==> src/rtl/otp_seq_pkg.sv <==
package otp_seq_pkg;

  localparam int ADDR_W = 16;
  localparam int DATA_W = 16;
  localparam int FLAG_BIT = DATA_W - 1;

  localparam logic [ADDR_W-1:0] REG_BLK  = 16'hF100;
  localparam logic [ADDR_W-1:0] REG_DSEL = 16'hF101;
  localparam logic [ADDR_W-1:0] REG_PAGE = 16'hF107;
  localparam logic [ADDR_W-1:0] REG_BUF  = 16'hF200;
  localparam logic [ADDR_W-1:0] REG_CMD  = 16'hF220;
  localparam logic [ADDR_W-1:0] REG_INT  = 16'hF241;

  localparam logic [DATA_W-1:0] CMD_OTP  = 16'h0065;
  localparam logic [DATA_W-1:0] CMD_LOAD = 16'h0000;
  localparam logic [DATA_W-1:0] BUF_OTP  = 16'h0800;

  typedef enum logic [3:0] {
    ST_IDLE, ST_FBA, ST_DBS, ST_CLR1, ST_OTP, ST_WAIT1, ST_PAGE, ST_BUF,
    ST_CLR2, ST_LOAD, ST_WAIT2, ST_ACTIVE, ST_RST, ST_WAIT3, ST_ERR
  } seq_state_t;

  function automatic logic [DATA_W-1:0] die_word(input logic die);
    die_word = {die, {(DATA_W-1){1'b0}}};
  endfunction

  function automatic logic rise_seen(input logic prev, input logic now);
    rise_seen = !prev && now;
  endfunction

  function automatic logic poll_spent(input logic [15:0] cnt, input logic [15:0] lim);
    poll_spent = ({1'b0, cnt} + 17'd1) >= {1'b0, lim};
  endfunction

endpackage

==> src/rtl/otp_bus_port.sv <==
module otp_bus_port
  import otp_seq_pkg::*;
(
  input  logic              clk,
  input  logic              rst_n,
  input  logic              req_i,
  input  logic              req_rd_i,
  input  logic [ADDR_W-1:0] req_addr_i,
  input  logic [DATA_W-1:0] req_wdata_i,
  output logic              idle_o,
  output logic              ack_o,
  output logic [DATA_W-1:0] ack_rdata_o,
  output logic [ADDR_W-1:0] bus_addr_o,
  output logic [DATA_W-1:0] bus_wdata_o,
  output logic              bus_wr_o,
  output logic              bus_rd_o,
  input  logic [DATA_W-1:0] bus_rdata_i,
  input  logic              bus_ready_i
);
  logic              active_q, rd_q, ack_q;
  logic [ADDR_W-1:0] addr_q;
  logic [DATA_W-1:0] wdata_q, rdata_q;

  always_ff @(posedge clk or negedge rst_n) begin
    if (!rst_n) begin
      active_q <= 1'b0;
      rd_q     <= 1'b0;
      ack_q    <= 1'b0;
      addr_q   <= '0;
      wdata_q  <= '0;
      rdata_q  <= '0;
    end else begin
      ack_q <= 1'b0;
      if (!active_q) begin
        if (req_i) begin
          active_q <= 1'b1;
          rd_q     <= req_rd_i;
          addr_q   <= req_addr_i;
          wdata_q  <= req_wdata_i;
        end
      end else if (bus_ready_i) begin
        active_q <= 1'b0;
        ack_q    <= 1'b1;
        rdata_q  <= bus_rdata_i;
      end
    end
  end

  assign idle_o      = !active_q && !ack_q;
  assign ack_o       = ack_q;
  assign ack_rdata_o = rdata_q;
  assign bus_addr_o  = addr_q;
  assign bus_wdata_o = wdata_q;
  assign bus_wr_o    = active_q && !rd_q;
  assign bus_rd_o    = active_q && rd_q;
endmodule

==> src/rtl/otp_poll_ctl.sv <==
module otp_poll_ctl
  import otp_seq_pkg::*;
#(
  parameter int POLL_W = 16
) (
  input  logic              clk,
  input  logic              rst_n,
  input  logic              arm_i,
  input  logic              sample_i,
  input  logic              flag_i,
  input  logic [POLL_W-1:0] limit_i,
  output logic              edge_o,
  output logic              expire_o
);
  logic              prev_q;
  logic [POLL_W-1:0] cnt_q;
  logic [15:0]       cnt_ext, lim_ext;

  assign cnt_ext  = 16'(cnt_q);
  assign lim_ext  = 16'(limit_i);
  assign edge_o   = sample_i && rise_seen(prev_q, flag_i);
  assign expire_o = sample_i && !edge_o && poll_spent(cnt_ext, lim_ext);

  always_ff @(posedge clk or negedge rst_n) begin
    if (!rst_n) begin
      prev_q <= 1'b1;
      cnt_q  <= '0;
    end else if (arm_i) begin
      prev_q <= 1'b1;
      cnt_q  <= '0;
    end else if (sample_i) begin
      prev_q <= flag_i;
      cnt_q  <= cnt_q + 1'b1;
    end
  end
endmodule

==> src/rtl/otp_step_decode.sv <==
module otp_step_decode
  import otp_seq_pkg::*;
#(
  parameter logic [DATA_W-1:0] RESET_CMD = 16'h00F0
) (
  input  seq_state_t        state_i,
  input  logic              die_i,
  input  logic [DATA_W-1:0] page_sector_i,
  output logic              is_bus_o,
  output logic              is_rd_o,
  output logic [ADDR_W-1:0] addr_o,
  output logic [DATA_W-1:0] wdata_o
);
  always_comb begin
    is_bus_o = 1'b1;
    is_rd_o  = 1'b0;
    addr_o   = '0;
    wdata_o  = '0;
    case (state_i)
      ST_FBA:   begin addr_o = REG_BLK;  wdata_o = die_word(die_i); end
      ST_DBS:   begin addr_o = REG_DSEL; wdata_o = die_word(die_i); end
      ST_CLR1,
      ST_CLR2:  begin addr_o = REG_INT;  wdata_o = '0; end
      ST_OTP:   begin addr_o = REG_CMD;  wdata_o = CMD_OTP; end
      ST_PAGE:  begin addr_o = REG_PAGE; wdata_o = page_sector_i; end
      ST_BUF:   begin addr_o = REG_BUF;  wdata_o = BUF_OTP; end
      ST_LOAD:  begin addr_o = REG_CMD;  wdata_o = CMD_LOAD; end
      ST_RST:   begin addr_o = REG_CMD;  wdata_o = RESET_CMD; end
      ST_WAIT1,
      ST_WAIT2,
      ST_WAIT3: begin addr_o = REG_INT;  is_rd_o = 1'b1; end
      default:  is_bus_o = 1'b0;
    endcase
  end
endmodule

==> src/rtl/otp_load_seq.sv <==
module otp_load_seq
  import otp_seq_pkg::*;
#(
  parameter int                POLL_W    = 16,
  parameter logic [DATA_W-1:0] RESET_CMD = 16'h00F0
) (
  input  logic              clk,
  input  logic              rst_n,
  input  logic              start_i,
  input  logic              exit_i,
  input  logic              auto_int_i,
  input  logic              die_sel_i,
  input  logic [DATA_W-1:0] page_sector_i,
  input  logic [POLL_W-1:0] poll_limit_i,
  output logic [ADDR_W-1:0] bus_addr_o,
  output logic [DATA_W-1:0] bus_wdata_o,
  output logic              bus_wr_o,
  output logic              bus_rd_o,
  input  logic [DATA_W-1:0] bus_rdata_i,
  input  logic              bus_ready_i,
  output logic              busy_o,
  output logic              done_o,
  output logic              otp_active_o,
  output logic              err_o
);
  seq_state_t        state_q, state_d;
  logic              die_q, auto_q, reload_q, done_q;
  logic [DATA_W-1:0] ps_q;

  logic              step_bus, step_rd, port_idle, port_ack;
  logic [ADDR_W-1:0] step_addr;
  logic [DATA_W-1:0] step_wdata, port_rdata;

  // Named internal events, also used by the bound checker
  logic in_wait, poll_sample, edge_hit, timeout_hit, start_accept, exit_accept, auto_run;

  assign in_wait      = (state_q == ST_WAIT1) || (state_q == ST_WAIT2) || (state_q == ST_WAIT3);
  assign poll_sample  = port_ack && in_wait;
  assign exit_accept  = exit_i && ((state_q == ST_ACTIVE) || (state_q == ST_ERR));
  assign start_accept = start_i && !exit_accept &&
                        ((state_q == ST_IDLE) || (state_q == ST_ACTIVE));
  assign auto_run     = auto_q;

  otp_step_decode #(.RESET_CMD(RESET_CMD)) u_decode (
    .state_i       (state_q),
    .die_i         (die_q),
    .page_sector_i (ps_q),
    .is_bus_o      (step_bus),
    .is_rd_o       (step_rd),
    .addr_o        (step_addr),
    .wdata_o       (step_wdata)
  );

  otp_bus_port u_port (
    .clk         (clk),
    .rst_n       (rst_n),
    .req_i       (step_bus && port_idle),
    .req_rd_i    (step_rd),
    .req_addr_i  (step_addr),
    .req_wdata_i (step_wdata),
    .idle_o      (port_idle),
    .ack_o       (port_ack),
    .ack_rdata_o (port_rdata),
    .bus_addr_o  (bus_addr_o),
    .bus_wdata_o (bus_wdata_o),
    .bus_wr_o    (bus_wr_o),
    .bus_rd_o    (bus_rd_o),
    .bus_rdata_i (bus_rdata_i),
    .bus_ready_i (bus_ready_i)
  );

  otp_poll_ctl #(.POLL_W(POLL_W)) u_poll (
    .clk      (clk),
    .rst_n    (rst_n),
    .arm_i    (!in_wait),
    .sample_i (poll_sample),
    .flag_i   (port_rdata[FLAG_BIT]),
    .limit_i  (poll_limit_i),
    .edge_o   (edge_hit),
    .expire_o (timeout_hit)
  );

  always_comb begin
    state_d = state_q;
    case (state_q)
      ST_IDLE:   if (start_accept) state_d = ST_FBA;
      ST_ACTIVE: if (exit_accept) state_d = ST_RST;
                 else if (start_accept) state_d = ST_FBA;
      ST_ERR:    if (exit_accept) state_d = ST_RST;
      ST_FBA:    if (port_ack) state_d = ST_DBS;
      ST_DBS:    if (port_ack) state_d = reload_q ? ST_PAGE : (auto_q ? ST_OTP : ST_CLR1);
      ST_CLR1:   if (port_ack) state_d = ST_OTP;
      ST_OTP:    if (port_ack) state_d = ST_WAIT1;
      ST_PAGE:   if (port_ack) state_d = ST_BUF;
      ST_BUF:    if (port_ack) state_d = auto_q ? ST_LOAD : ST_CLR2;
      ST_CLR2:   if (port_ack) state_d = ST_LOAD;
      ST_LOAD:   if (port_ack) state_d = ST_WAIT2;
      ST_RST:    if (port_ack) state_d = ST_WAIT3;
      ST_WAIT1:  if (edge_hit) state_d = ST_PAGE;
                 else if (timeout_hit) state_d = ST_ERR;
      ST_WAIT2:  if (edge_hit) state_d = ST_ACTIVE;
                 else if (timeout_hit) state_d = ST_ERR;
      ST_WAIT3:  if (edge_hit) state_d = ST_IDLE;
                 else if (timeout_hit) state_d = ST_ERR;
      default:   state_d = ST_IDLE;
    endcase
  end

  always_ff @(posedge clk or negedge rst_n) begin
    if (!rst_n) begin
      state_q  <= ST_IDLE;
      die_q    <= 1'b0;
      auto_q   <= 1'b0;
      reload_q <= 1'b0;
      ps_q     <= '0;
      done_q   <= 1'b0;
    end else begin
      state_q <= state_d;
      done_q  <= (state_q == ST_WAIT2) && edge_hit;
      if (start_accept) begin
        die_q    <= die_sel_i;
        auto_q   <= auto_int_i;
        ps_q     <= page_sector_i;
        reload_q <= (state_q == ST_ACTIVE);
      end
    end
  end

  assign busy_o       = !((state_q == ST_IDLE) || (state_q == ST_ACTIVE) || (state_q == ST_ERR));
  assign done_o       = done_q;
  assign otp_active_o = (state_q == ST_ACTIVE);
  assign err_o        = (state_q == ST_ERR);
endmodule

==> config.mk <==
export PLATFORM = sky130hd
export DESIGN_NAME = otp_load_seq
export DESIGN_NICKNAME = d
export VERILOG_FILES = /design/src/rtl/otp_seq_pkg.sv /design/src/rtl/otp_bus_port.sv /design/src/rtl/otp_poll_ctl.sv /design/src/rtl/otp_step_decode.sv /design/src/rtl/otp_load_seq.sv
export SDC_FILE = /design/constraint.sdc
export NUM_CORES = 1
export LEC_CHECK = 0
export BUFFER_PORTS_ARGS = -buffer_cell sky130_fd_sc_hd__clkbuf_2
export CORE_MARGIN = 2
export CORE_UTILIZATION = 45
export DETAILED_ROUTE_END_ITERATION = 12
export GPL_ROUTABILITY_DRIVEN = 0
export PLACE_DENSITY = 0.8
export SETUP_SLACK_MARGIN = 0.02
export SKIP_CTS_REPAIR_TIMING = 1
export SLEW_MARGIN = 10
export SYNTH_ARGS = -nofsm -noshare
export SYNTH_HDL_FRONTEND = slang
export SYNTH_SLANG_ARGS = --single-unit
==> constraint.sdc <==
create_clock -name clk -period 2.65 [get_ports clk]
set_clock_uncertainty 0.05 [all_clocks]
set_input_delay 0.3975 -clock clk [delete_from_list [all_inputs] [get_ports clk]]
set_output_delay 0.3975 -clock clk [all_outputs]
set_load 0.02 [all_outputs]
After elaboration in Yosys (flattened, before gate mapping)
Index checks and enable logic that the tools add are counted.
Storage, ports and cells
  bits in registers: 92
  input bits: 55
  output and inout bits: 38
  logic and storage cells: 110
Operators by class
  add/sub/neg operators: 2
  $lt $le $gt $ge: 1
  equality and inequality tests: 25
  multiplexer cells: 33
  bitwise gates (word level): 1
  reductions and logical operators: 34
Operators by type and width (number)
  $pmux W16 S6: 1
  $pmux W16 S5: 1
  $mux W4: 16
  $pmux W4 S15: 1
  $mux W16: 2
  $eq A4 B4 Y1 const B: 7
  $ne A2 B1 Y1 const B: 11
  $add A16 B1 Y17 const B: 1
  $ge A17 B16 Y1: 1
  $add A16 B1 Y16 const B: 1
  $eq A4 B3 Y1 const B: 4
  $logic_and A1 B1 Y1: 13
  $reduce_or A12 Y1: 1
  $mux W1: 10
  $reduce_and A10 Y1: 1
  $eq A4 B2 Y1 const B: 2
  $logic_not A1 Y1: 7
  $mux W3: 2
  $reduce_or A3 Y1: 2
  $logic_or A1 B1 Y1: 5
  $reduce_or A5 Y1: 1
  $eq A4 B1 Y1 const B: 1
  $logic_not A4 Y1: 1
  $reduce_and A2 Y1: 2
  other kinds (2): 2

Depth between registers and ports, before layout
Gate-level depths: netlist of the first run.
  depth in word-level cells: 11
  depth in mapped cells: 14
  gate-level depth less buffers: 13

Modules after synthesis
Synthesis of the first run repeated with hierarchy kept, for this count alone.
Unflattened totals
  cell total of the unflattened synthesis: 468
  area, all modules: 5360.1 µm²
Modules (own cells, without submodules)
  otp_bus_port: times used 1, cells an instance 112, area each 2070.7 µm², sequential area each 1276.2 µm²
  otp_poll_ctl: times used 1, cells an instance 167, area each 1425.1 µm², sequential area each 426.7 µm²
  otp_load_seq: times used 1, cells an instance 122, area each 1412.6 µm², sequential area each 600.6 µm²
  otp_step_decode: times used 1, cells an instance 67, area each 451.7 µm², sequential area each 0.0 µm²

Worst setup path before layout of the first run
No wires, ideal clock.
  path type: register to register
  from: register u_poll.cnt_q[0] (netlist: u_poll.cnt_ext[0])
  to: register state_q[2]
  setup time: 0.138 ns
  arrival time: 2.728 ns
  data required time: 2.462 ns
  slack: -0.266 ns
  stages on the path, launching flop included: 15
  buffers on the path: 1
  period minus slack after synthesis: 2.916 ns
  path through: dfrtp_1 -> ha_1 -> and3_2 -> and4_1 -> buf_6 -> and2_2 -> nand3_1 -> xnor2_1 -> ha_1 -> a21oi_1 -> nor2b_1 -> a311oi_1 -> nand4_2 -> a41oi_2 -> o22ai_1
On the way
  longest elaborated chain between the ends: 6
  elaborated cells on any way between the ends: 8
  classes of those cells: add/sub (1); order compare (1); mux (5); reduce/logical (1)
RTL lines
  start, declared: line otp_poll_ctl.sv:16  | logic [POLL_W-1:0] cnt_q;
  start signal, assigned: line otp_poll_ctl.sv:33  | cnt_q <= cnt_q + 1'b1;
  $add A16 B1 Y17 (*): line otp_seq_pkg.sv:32  | poll_spent = ({1'b0, cnt} + 17'd1) >= {1'b0, lim};
  $ge A17 B16 Y1 (*): line otp_seq_pkg.sv:32
  $logic_and A1 B1 Y1 (*): line otp_poll_ctl.sv:22  | assign expire_o = sample_i && !edge_o && poll_spent(cnt_ext, lim_ext);
  $mux W4 (*)
  $mux W4, on equally long branches
  $pmux W4 S15 (*)
  end signal, assigned: line otp_load_seq.sv:118  | state_q <= state_d;
  end, declared: line otp_load_seq.sv:26  | seq_state_t state_q, state_d;
Mark *: on every way between the ends. The rest lies on a longest branch, timed or not.
A chain may end at the register's enable or synchronous reset.

Worst setup path in the final report of the first run
Ends and elaborated chain as after synthesis.

==> flow_summary_export.csv, run 1 <==
group,metric,value,unit
worst_setup_path,setup.worst_path.end_class,"flip-flop",
floorplan,dieWidth,98.4,um
power_and_ir_drop,ir_worst_vdd,0.000723,V
synth,synth-seq-cells,68,
sta,setup_viol,4,
floorplan,start_util,46.2,%
synth,synth_top_area_share,41.8,%
clocking,cts_tree,"yes",
layout,final_cells,639,
floorplan,num_io_pins,93,
synth,ys_warn_count,0,
synth,synth_top_area_cell,"dfrtp_1",
synth,synthMuxAreaShare,6.37,%
route,via_count,3385,
synth,synthCells,430,
sta,finalWorstSetupSlack,-0.231,ns
synth,synth_ff_type,"dfrtp_1",
sta,rsz0062_at_grt,"yes",
route,drtAntennaViolNets,0,
synth,synth_compound_area_share,13.7,%
global_routing,grt-ovfl-total,0,
sta,post-route-min-period,2.88,ns
layout,nNetsFinal,598,
power_and_ir_drop,powerDensity,890,nW/um^2
synth,syn_area_per_cell,9.32,sq um
global_routing,grt_max_degree,69,
flow_run,maxCapViolCount,0,
worst_setup_path,crit_arrival,3.04,ns
worst_setup_path,crit_fanout,4,
global_routing,grtUsageTotal,19.3,%
layout,multi_input_area,2130,sq um
clocking,cts_buffers,9,
synth,synth_simple_gate_area_share,17.7,%
synth,synth_edf_count,0,
clocking,clkLatencyLatePin,0.35,ns
route,wl_per_cell,14.4,um
status,outcome,"finished with violations",
floorplan,rows,34,
worst_setup_path,cp-start-kind,"flip-flop",
sta,post-route-period-util,109,%
synth,synth-xor-area-share,6.56,%
clocking,clk_pin_slew,0.08,ns
placed_design,port_buffers,72,
layout,syn_to_final_growth,24.9,%
global_routing,grt_pass1_vias,3325,
synth,netlist_area,4010,sq um
status,failed_checks,"negative setup slack",
layout,drive_gt1_share,34.8,%
power_and_ir_drop,power.leakage,0.00245,uW
clocking,root_buffer,"clkbuf_8",
hold_path,hold_class,"primary input to async pin",
worst_setup_path,r2r_cells,13,
worst_setup_path,path_class,"flip-flop to flip-flop",
route,vias_per_cell,5.30,
clocking,cts.sink_count,68,
synth,synth_area_leaders,"dfrtp_1 42%, mux2_2 5.6%, ha_1 5.3%",
floorplan,fp.dieH,98.4,um
sta,drv_slew,0,
global_routing,antenna_found_initial,0,
sta,hold_viol_final,0,
placed_design,placedCellCount,620,
sta,fin_tns_setup,-0.751,ns
synth,synth_top_family_by_area,"simple AND/OR/NAND/NOR gates",
sta,worst_pin_slew,0.902,ns
clocking,htreeDepth,3,
layout,seq_area,1700,sq um
placed_design,dp_hpwl,6.59,mm
floorplan,core,8680,sq um
placed_design,dp_slack,-0.391,ns
synth,synthDistinctLibCells,61,
synth,ys_async_sr_fraction,100,%
layout,diodes,0,
layout,utilization,57.7,%
sta,slew_headroom,39.6,%
route,drcViolationCount,0,
synth,synth_adder_area_share,5.31,%
sta,fmax,347,MHz
floorplan,fp.dieArea,9680,sq um
clocking,clockBufferDepth,2,
worst_setup_path,worstPathRequired,2.81,ns
global_routing,grt_first_pass_wirelength,15.3,mm
layout,fillers,733,
synth,yosysSeqAreaShare,42.5,%
route,drt_iter0_drc,292,
route,first_pass_iters,4,
route,drt_wl_total,9.17,mm
==> kinds of logic after synthesis <==
family | after synthesis
compound gates | 87
mux | 23
fa+ha+maj | 17
xor+xnor | 30
simple gates | 146
flops | 68
other cells | 1
buf+inv | 58
==> power breakdown <==
group / internal [uW] / switching (uW) / leakage, uW
registers: 1340 / 268 / 0.000879
clock network: 631 / 426 / 0.000120
logic: 712 / 1070 / 0.00145
==> placed cells by master, fill, tap and decap left out, types with 5 or more instances in the layout <==
cell type,instances
clkbuf_2,71
dfrtp_1,66
nand2_1,53
buf_4,41
nor2_1,34
o21ai_0,29
xor2_1,22
inv_1,22
mux2_2,20
a21oi_1,19
ha_1,15
clkbuf_8,9
nand4_1,7
xnor2_1,6
nor3_1,6
o21ai_1,6
and3_1,5
nand3_1,5
nor2b_1,5
conb_1,5
==> metal layers <==
metal / global-route usage [%] / vias to the layer above / part of all wire (%)
met5: 0 / - / 0
met4: 5.48 / 0 / 1.4
met3: 5.44 / 13 / 6.8
met2: 32.2 / 111 / 49
met1: 24.7 / 1603 / 43
li1: - / 1658 / -
==> final timing paths <==
check | startpoint | end | slack [ns]
worst max-delay path | u_poll.cnt_ext[0] | state_q[2] | -0.23
worst min-delay path | rst_n | u_port.bus_addr_o[14] | 0.002
worst max register to register | u_poll.cnt_ext[0] | state_q[2] | -0.23
worst min register to register | u_port.bus_wdata_o[5] | u_port.bus_wdata_o[5] | 0.43
max in group asynchronous | rst_n | u_poll.prev_q | 2.21
min in group clk | bus_ready_i | u_port.active_q | 0.22
==> worst max-delay path: stages (launching register included) <==
cell      delay [ns]
dfrtp_1         0.39
ha_2            0.19
and3_4          0.18
and4_4          0.23
and2_4          0.17
nand3_4         0.10
xnor2_4         0.16
ha_4            0.23
a21oi_2         0.15
nor2b_2         0.07
a311oi_2        0.31
nand4_4         0.19
a41oi_2         0.23
o22ai_1         0.09
==> area by class of cell <==
class                   instances  share of cell area (%)
clock buffers                   9                    2.48
clock inverters                 7                    2.48
inverters                      24                    1.85
multi-input cells             308                    42.5
flip-flops and latches         68                    34.0
well taps                     108                    2.70
repair buffers                115                    14.0
==> registers in the layout, indices dropped and copies added (netlist names) <==
| signal | cells |
|---|---|
| reload_q | 1 |
| u_poll.prev_q | 1 |
| u_port.rd_q | 1 |
| auto_q | 1 |
| u_port.ack_o | 1 |
| u_port.bus_addr_o | 7 |
| u_port.bus_wdata_o | 16 |
| u_port.active_q | 1 |
| u_port.ack_rdata_o | 1 |
| ps_q | 16 |
| die_q | 1 |
| state_q | 4 |
| done_o | 1 |
| u_poll.cnt_ext | 16 |
==> synth_stat cells (all sizes together) (5+ instances only) <==
master	instances
nor2b	6
ha	17
nand4	8
inv	22
nor3	7
nand2	54
and2	5
mux2	20
buf	32
dfrtp	67
and3	7
nand3	9
o21ai	35
nor2	36
a21oi	22
xnor2	8
xor2	22
==> per-stage QoR <==
| stage | hold slack [ns] | total power (uW) | instance area (sq um) |
|---|---|---|---|
| finish | 0.00204 | 4450 | 5000 |
| global route | 0.0226 | 4740 | 5000 |
| CTS | 0.0181 | 4450 | 4880 |
| detailed placement | 0.400 | 3380 | 4630 |
| global placement | 0.388 | 3300 | 4630 |
| floorplan | 0.0519 | 2880 | 4040 |
No activity file was read; power rests on OpenSTA's default activity.
==> inputs of run 2 (changes only) <==
--- a/config.mk
+++ b/config.mk
@@ -5,12 +5,13 @@
 export SDC_FILE = /design/constraint.sdc
 export NUM_CORES = 1
 export LEC_CHECK = 0
-export BUFFER_PORTS_ARGS = -buffer_cell sky130_fd_sc_hd__clkbuf_2
+export CORE_ASPECT_RATIO = 0.9
 export CORE_MARGIN = 2
 export CORE_UTILIZATION = 45
 export DETAILED_ROUTE_END_ITERATION = 12
+export DONT_BUFFER_PORTS = 1
 export GPL_ROUTABILITY_DRIVEN = 0
-export PLACE_DENSITY = 0.8
+export PLACE_DENSITY = 0.71
 export SETUP_SLACK_MARGIN = 0.02
 export SKIP_CTS_REPAIR_TIMING = 1
 export SLEW_MARGIN = 10
==> flow_summary_export.csv, run 2 (synthesized netlist as in run 1, its figures left out) <==
group,metric,value,unit
global_routing,grtUsageTotal,18.7,%
layout,final_cell_mix,"67 x dfrtp_1, 53 x nand2_1, 41 x buf_4, 35 x nor2_1, 28 x o21ai_0",
placed_design,port_buffers,0,
floorplan,rows,32,
route,via_count,3137,
placed_design,dp_slack,-0.262,ns
worst_setup_path,worstPathCellList,"ha_2, and3_4, and4_4, and2_4, nand3_2, xnor2_2, ha_4, a21oi_2, nor2b_1, a311oi_2, nand4_4, a41oi_2, o22ai_1",
clocking,htreeDepth,3,
global_routing,busiest_layer,"met2",
floorplan,fp.dieArea,9680,sq um
sta,slew_headroom,39.3,%
global_routing,grt-ovfl-total,0,
worst_setup_path,setup.worst_path.end_class,"flip-flop",
global_routing,antenna_found_initial,0,
power_and_ir_drop,ir_worst_vdd,0.000319,V
worst_setup_path,rr_startpoint,"u_poll.cnt_ext[0]",
hold_path,hold_depth,1,
route,first_pass_iters,4,
global_routing,grt_use_met3,5.16,%
worst_setup_path,path_delay_family,"simple AND/OR/NAND/NOR gates",
clocking,cts_buffers,9,
layout,drive_gt1_share,23.7,%
layout,layout_commonest_cell,"dfrtp_1",
worst_setup_path,cp-start-kind,"flip-flop",
worst_setup_path,critPathBufInv,0,
floorplan,num_io_pins,93,
sta,hold_viol_final,0,
floorplan,start_util,46.6,%
route,drcViolationCount,0,
hold_path,hold_class,"primary input to flip-flop",
power_and_ir_drop,powerDensity,908,nW/um^2
flow_run,maxCapViolCount,0,
layout,final_cells,579,
global_routing,grt_first_pass_wirelength,14.0,mm
hold_path,whs_endpoint,"u_port.active_q",
worst_setup_path,reg2reg_to,"state_q[2]",
layout,nNetsFinal,527,
placed_design,dp_hpwl,6.23,mm
route,drt_wl_total,8.68,mm
floorplan,core,8610,sq um
clocking,cts_tree,"yes",
sta,setup_viol,4,
worst_setup_path,cp_slowest_cell,"dfrtp_1",
hold_path,hp-start,"bus_ready_i",
sta,post-route-period-util,105,%
global_routing,grt_max_degree,69,
global_routing,grt_pass1_vias,2956,
worst_setup_path,r2r_cells,13,
sta,rsz0062_at_grt,"yes",
clocking,clk_pin_slew,0.07,ns
worst_setup_path,crit_arrival,2.95,ns
worst_setup_path,critPathMaxStageDelay,0.38,ns
floorplan,fp.dieH,93.5,um
sta,worst_pin_slew,0.907,ns
layout,syn_to_final_growth,14.8,%
worst_setup_path,crit_fanout,4,
worst_setup_path,ff2ff_setup_slack,-0.14,ns
sta,whs,0.109,ns
clocking,clkLatencyLatePin,0.34,ns
placed_design,placedCellCount,561,
clocking,cts.sink_count,68,
layout,diodes,0,
route,vias_per_cell,5.42,
status,failed_checks,"negative setup slack",
worst_setup_path,worstPathRequired,2.81,ns
power_and_ir_drop,power.leakage,0.00213,uW
worst_setup_path,path_class,"flip-flop to flip-flop",
sta,post-route-min-period,2.79,ns
global_routing,grtUsageMet1,24.6,%
route,wl_per_cell,15.0,um
floorplan,dieWidth,103,um
clocking,root_buffer,"clkbuf_8",
sta,fmax,358,MHz
clocking,clockBufferDepth,2,
sta,finalWorstSetupSlack,-0.143,ns
route,drt_iter0_drc,199,
route,drtAntennaViolNets,0,
sta,drv_slew,0,
status,outcome,"finished with violations",
global_routing,grt_util_met2,29.0,%
-- run 2: worst max-delay path by stage --
| stage | from | to | slack [ns] | depth (start not counted) |
|---|---|---|---|---|
| after floorplan | u_poll.cnt_ext[0] | state_q[1] | -0.13 | 14 |
| after global placement | u_poll.cnt_ext[0] | state_q[1] | -0.22 | 13 |
| after detailed placement | u_poll.cnt_ext[0] | state_q[1] | -0.26 | 13 |
| after CTS | u_poll.cnt_ext[0] | state_q[1] | -0.29 | 13 |
| after global routing | u_poll.cnt_ext[0] | state_q[1] | -0.29 | 13 |
| final | u_poll.cnt_ext[0] | state_q[2] | -0.14 | 13 |
-- run 2: area by class of cell --
class / count / area (sq um)
Clock inverter: 4 / 47.5
Inverter: 24 / 92.6
Tap cell: 119 / 149
Clock buffer: 12 / 155
Sequential cell: 68 / 1700
Timing Repair Buffer: 44 / 357
Fill cell: 784 / 4010
Multi-Input combinational cell: 308 / 2100
-- run 2: metrics by stage --
| step | instance area (sq um) | setup TNS (ns) | util [%] | total power [uW] |
|---|---|---|---|---|
| 6_report | 4600 | -0.436 | 53.5 | 4180 |
| 2_1_floorplan | 4040 | -0.354 | - | 2880 |
| 5_1_grt | 4600 | -1.02 | 53.5 | 4480 |
| 3_5_place_dp | 4290 | -0.817 | 49.8 | 3290 |
| 4_1_cts | 4490 | -0.934 | 52.2 | 4180 |
| 3_3_place_gp | 4290 | -0.757 | 49.8 | 3230 |
-- run 2: per-layer routing --
metal  part of all wire (%)  routed length, um  up-vias
met1                     45               3870     1496
li1                       -                  -     1517
met2                     46               4020      102
met4                    2.0                170        0
met3                    7.1                612       22
met5                      0                  0        -
-- run 2: power breakdown --
part / total, uW / leakage, uW / internal, uW / switching [uW]
clock: 866 / 0.000102 / 483 / 383
combinational: 1580 / 0.00115 / 653 / 925
sequential: 1740 / 0.000880 / 1340 / 394
==> inputs of run 3 (changes only) <==
--- a/config.mk
+++ b/config.mk
@@ -11,7 +11,7 @@
 export DETAILED_ROUTE_END_ITERATION = 12
 export DONT_BUFFER_PORTS = 1
 export GPL_ROUTABILITY_DRIVEN = 0
-export PLACE_DENSITY = 0.71
+export PLACE_DENSITY = 0.67
 export SETUP_SLACK_MARGIN = 0.02
 export SKIP_CTS_REPAIR_TIMING = 1
 export SLEW_MARGIN = 10
==> flow_summary_export.csv, run 3 (synthesized netlist as in run 1, its figures left out) <==
group,metric,value,unit
power_and_ir_drop,power_switching,1710,uW
global_routing,grt-ovfl-total,0,
power_and_ir_drop,power.leakage,0.00213,uW
floorplan,num_io_pins,93,
worst_setup_path,critPathMaxStageDelay,0.36,ns
placed_design,port_buffers,0,
hold_path,hold_class,"primary input to flip-flop",
placed_design,placed_cell_area,4290,sq um
power_and_ir_drop,powerDensity,902,nW/um^2
layout,seq_area,1700,sq um
clocking,htreeDepth,3,
placed_design,placedCellCount,559,
clocking,clockBufferDepth,2,
power_and_ir_drop,p_clk_share,20.0,%
layout,utilization,53.1,%
worst_setup_path,cp_slowest_cell,"dfrtp_1",
sta,drv_slew,0,
sta,rsz0062_at_grt,"yes",
floorplan,fp.dieArea,9680,sq um
route,drt_wl_total,8.73,mm
worst_setup_path,cp-start-kind,"flip-flop",
status,failed_checks,"negative setup slack",
sta,worst_pin_slew,0.877,ns
global_routing,grt_first_pass_wirelength,14.1,mm
route,drt_iter0_drc,155,
sta,post-route-period-util,106,%
route,vias_per_cell,5.41,
layout,syn_to_final_growth,14.1,%
layout,nNetsFinal,527,
layout,layout_commonest_cell,"dfrtp_1",
floorplan,core,8610,sq um
worst_setup_path,crit_fanout,4,
worst_setup_path,setup.worst_path.end_class,"flip-flop",
route,drtAntennaViolNets,0,
power_and_ir_drop,sequentialPowerShare,42.1,%
power_and_ir_drop,ir_worst_vdd,0.000608,V
floorplan,start_util,46.6,%
route,via_count,3131,
worst_setup_path,worstPathRequired,2.81,ns
sta,slew_headroom,41.3,%
sta,fmax,356,MHz
worst_setup_path,path_class,"flip-flop to flip-flop",
global_routing,grt_pass1_vias,3014,
sta,post-route-min-period,2.81,ns
worst_setup_path,ff2ff_setup_slack,-0.16,ns
worst_setup_path,path_delay_family,"simple AND/OR/NAND/NOR gates",
clocking,root_buffer,"clkbuf_8",
layout,final_cells,579,
clocking,cts_tree,"yes",
layout,fillers,788,
global_routing,antenna_found_initial,0,
floorplan,fp.dieH,93.5,um
route,drcViolationCount,0,
power_and_ir_drop,p_int,2410,uW
floorplan,rows,32,
placed_design,dp_hpwl,6.36,mm
layout,postLayoutCellArea,4570,sq um
floorplan,dieWidth,103,um
layout,multi_input_area,2070,sq um
clocking,clk_pin_slew,0.08,ns
route,first_pass_iters,4,
power_and_ir_drop,netSwitchingFraction,41.5,%
worst_setup_path,critPathBufInv,1,
status,outcome,"finished with violations",
global_routing,grt_max_degree,69,
worst_setup_path,crit_top_cell,"nand3_2",
sta,hold_viol_final,0,
sta,finalWorstSetupSlack,-0.161,ns
sta,setup_viol,4,
flow_run,maxCapViolCount,0,
layout,drive_gt1_share,23.3,%
worst_setup_path,crit_arrival,2.97,ns
worst_setup_path,worstPathCellList,"ha_2, and3_4, and4_4, and2_4, nand3_2, xnor2_2, ha_1, nand3_2, buf_4, nor3_4, a32oi_2, nand4_4, a41oi_2, o22ai_1",
layout,final_cell_mix,"67 x dfrtp_1, 53 x nand2_1, 41 x buf_4, 35 x nor2_1, 28 x o21ai_0",
clocking,cts.sink_count,68,
route,wl_per_cell,15.1,um
placed_design,dp_slack,-0.236,ns
sta,fin_tns_setup,-0.507,ns
layout,diodes,0,
clocking,clkLatencyLatePin,0.34,ns
global_routing,grtUsageTotal,18.7,%
power_and_ir_drop,pwr-share-comb,37.9,%
clocking,cts_buffers,9,
-- run 3: cell types whose count changed in the layout (fill, tap and decap cells not counted) --
cell,delta
clkinv_2,+2
clkbuf_1,-1
o2111ai_2,-1
clkbuf_8,-2
buf_6,-1
ha_4,-1
inv_6,+1
ha_1,+1
xor2_2,-1
xor2_1,+1
o2111ai_1,+1
buf_12,+1
-- run 3: per-stage QoR --
step / power [uW] / hold WS (ns)
floorplan: 2880 / 0.0519
global placement: 3230 / 0.0531
detailed placement: 3280 / 0.0532
CTS: 4120 / -0.327
global route: 4420 / 0.0897
finish: 4120 / 0.0932
-- run 3: worst register-to-register path, delay by kind of cell, from the launching register on --
family | cells | cell delay (ns)
xor+xnor | 1 | 0.14
simple gates | 7 | 0.98
compound gates | 3 | 0.54
fa+ha+maj | 2 | 0.49
flops | 1 | 0.36
buf+inv | 1 | 0.12
-- run 3: worst paths after layout --
path,from,endpoint,depth (start not counted)
setup / recovery,u_poll.cnt_ext[0],state_q[2],14
hold / removal,bus_ready_i,u_port.active_q,1
setup reg to reg,u_poll.cnt_ext[0],state_q[2],14
hold reg to reg,ps_q[11],ps_q[11],1
max in group asynchronous,rst_n,u_poll.prev_q,2
min in group asynchronous,rst_n,u_port.bus_wdata_o[8],2
-- run 3: cell type report --
| class | count | share of cell area, % |
|---|---|---|
| tap | 119 | 3.26 |
| clock buffer | 9 | 2.71 |
| sequential | 68 | 37.2 |
| clock inverter | 7 | 1.45 |
| timing repair buffer | 44 | 7.99 |
| inverter | 24 | 2.03 |
| multi-input combinational | 308 | 45.3 |
-- run 3: power by group through the flow --
| stage | registers [uW] | clock network (uW) | logic, uW |
|---|---|---|---|
| 2_1_floorplan | 1610 | 0 | 1270 |
| 3_3_place_gp | 1740 | 0 | 1490 |
| 3_5_place_dp | 1760 | 0 | 1520 |
| 4_1_cts | 1740 | 856 | 1520 |
| 5_1_grt | 1780 | 898 | 1740 |
| 6_report | 1740 | 825 | 1560 |
-- run 3: metal layers --
layer	part of all wire [%]	track usage [%]	vias up
met1	46	25.9	1516
met3	5.0	5.38	8
met4	0.81	5.04	0
met2	48	28.8	77
met5	0	0	-
li1	-	-	1530
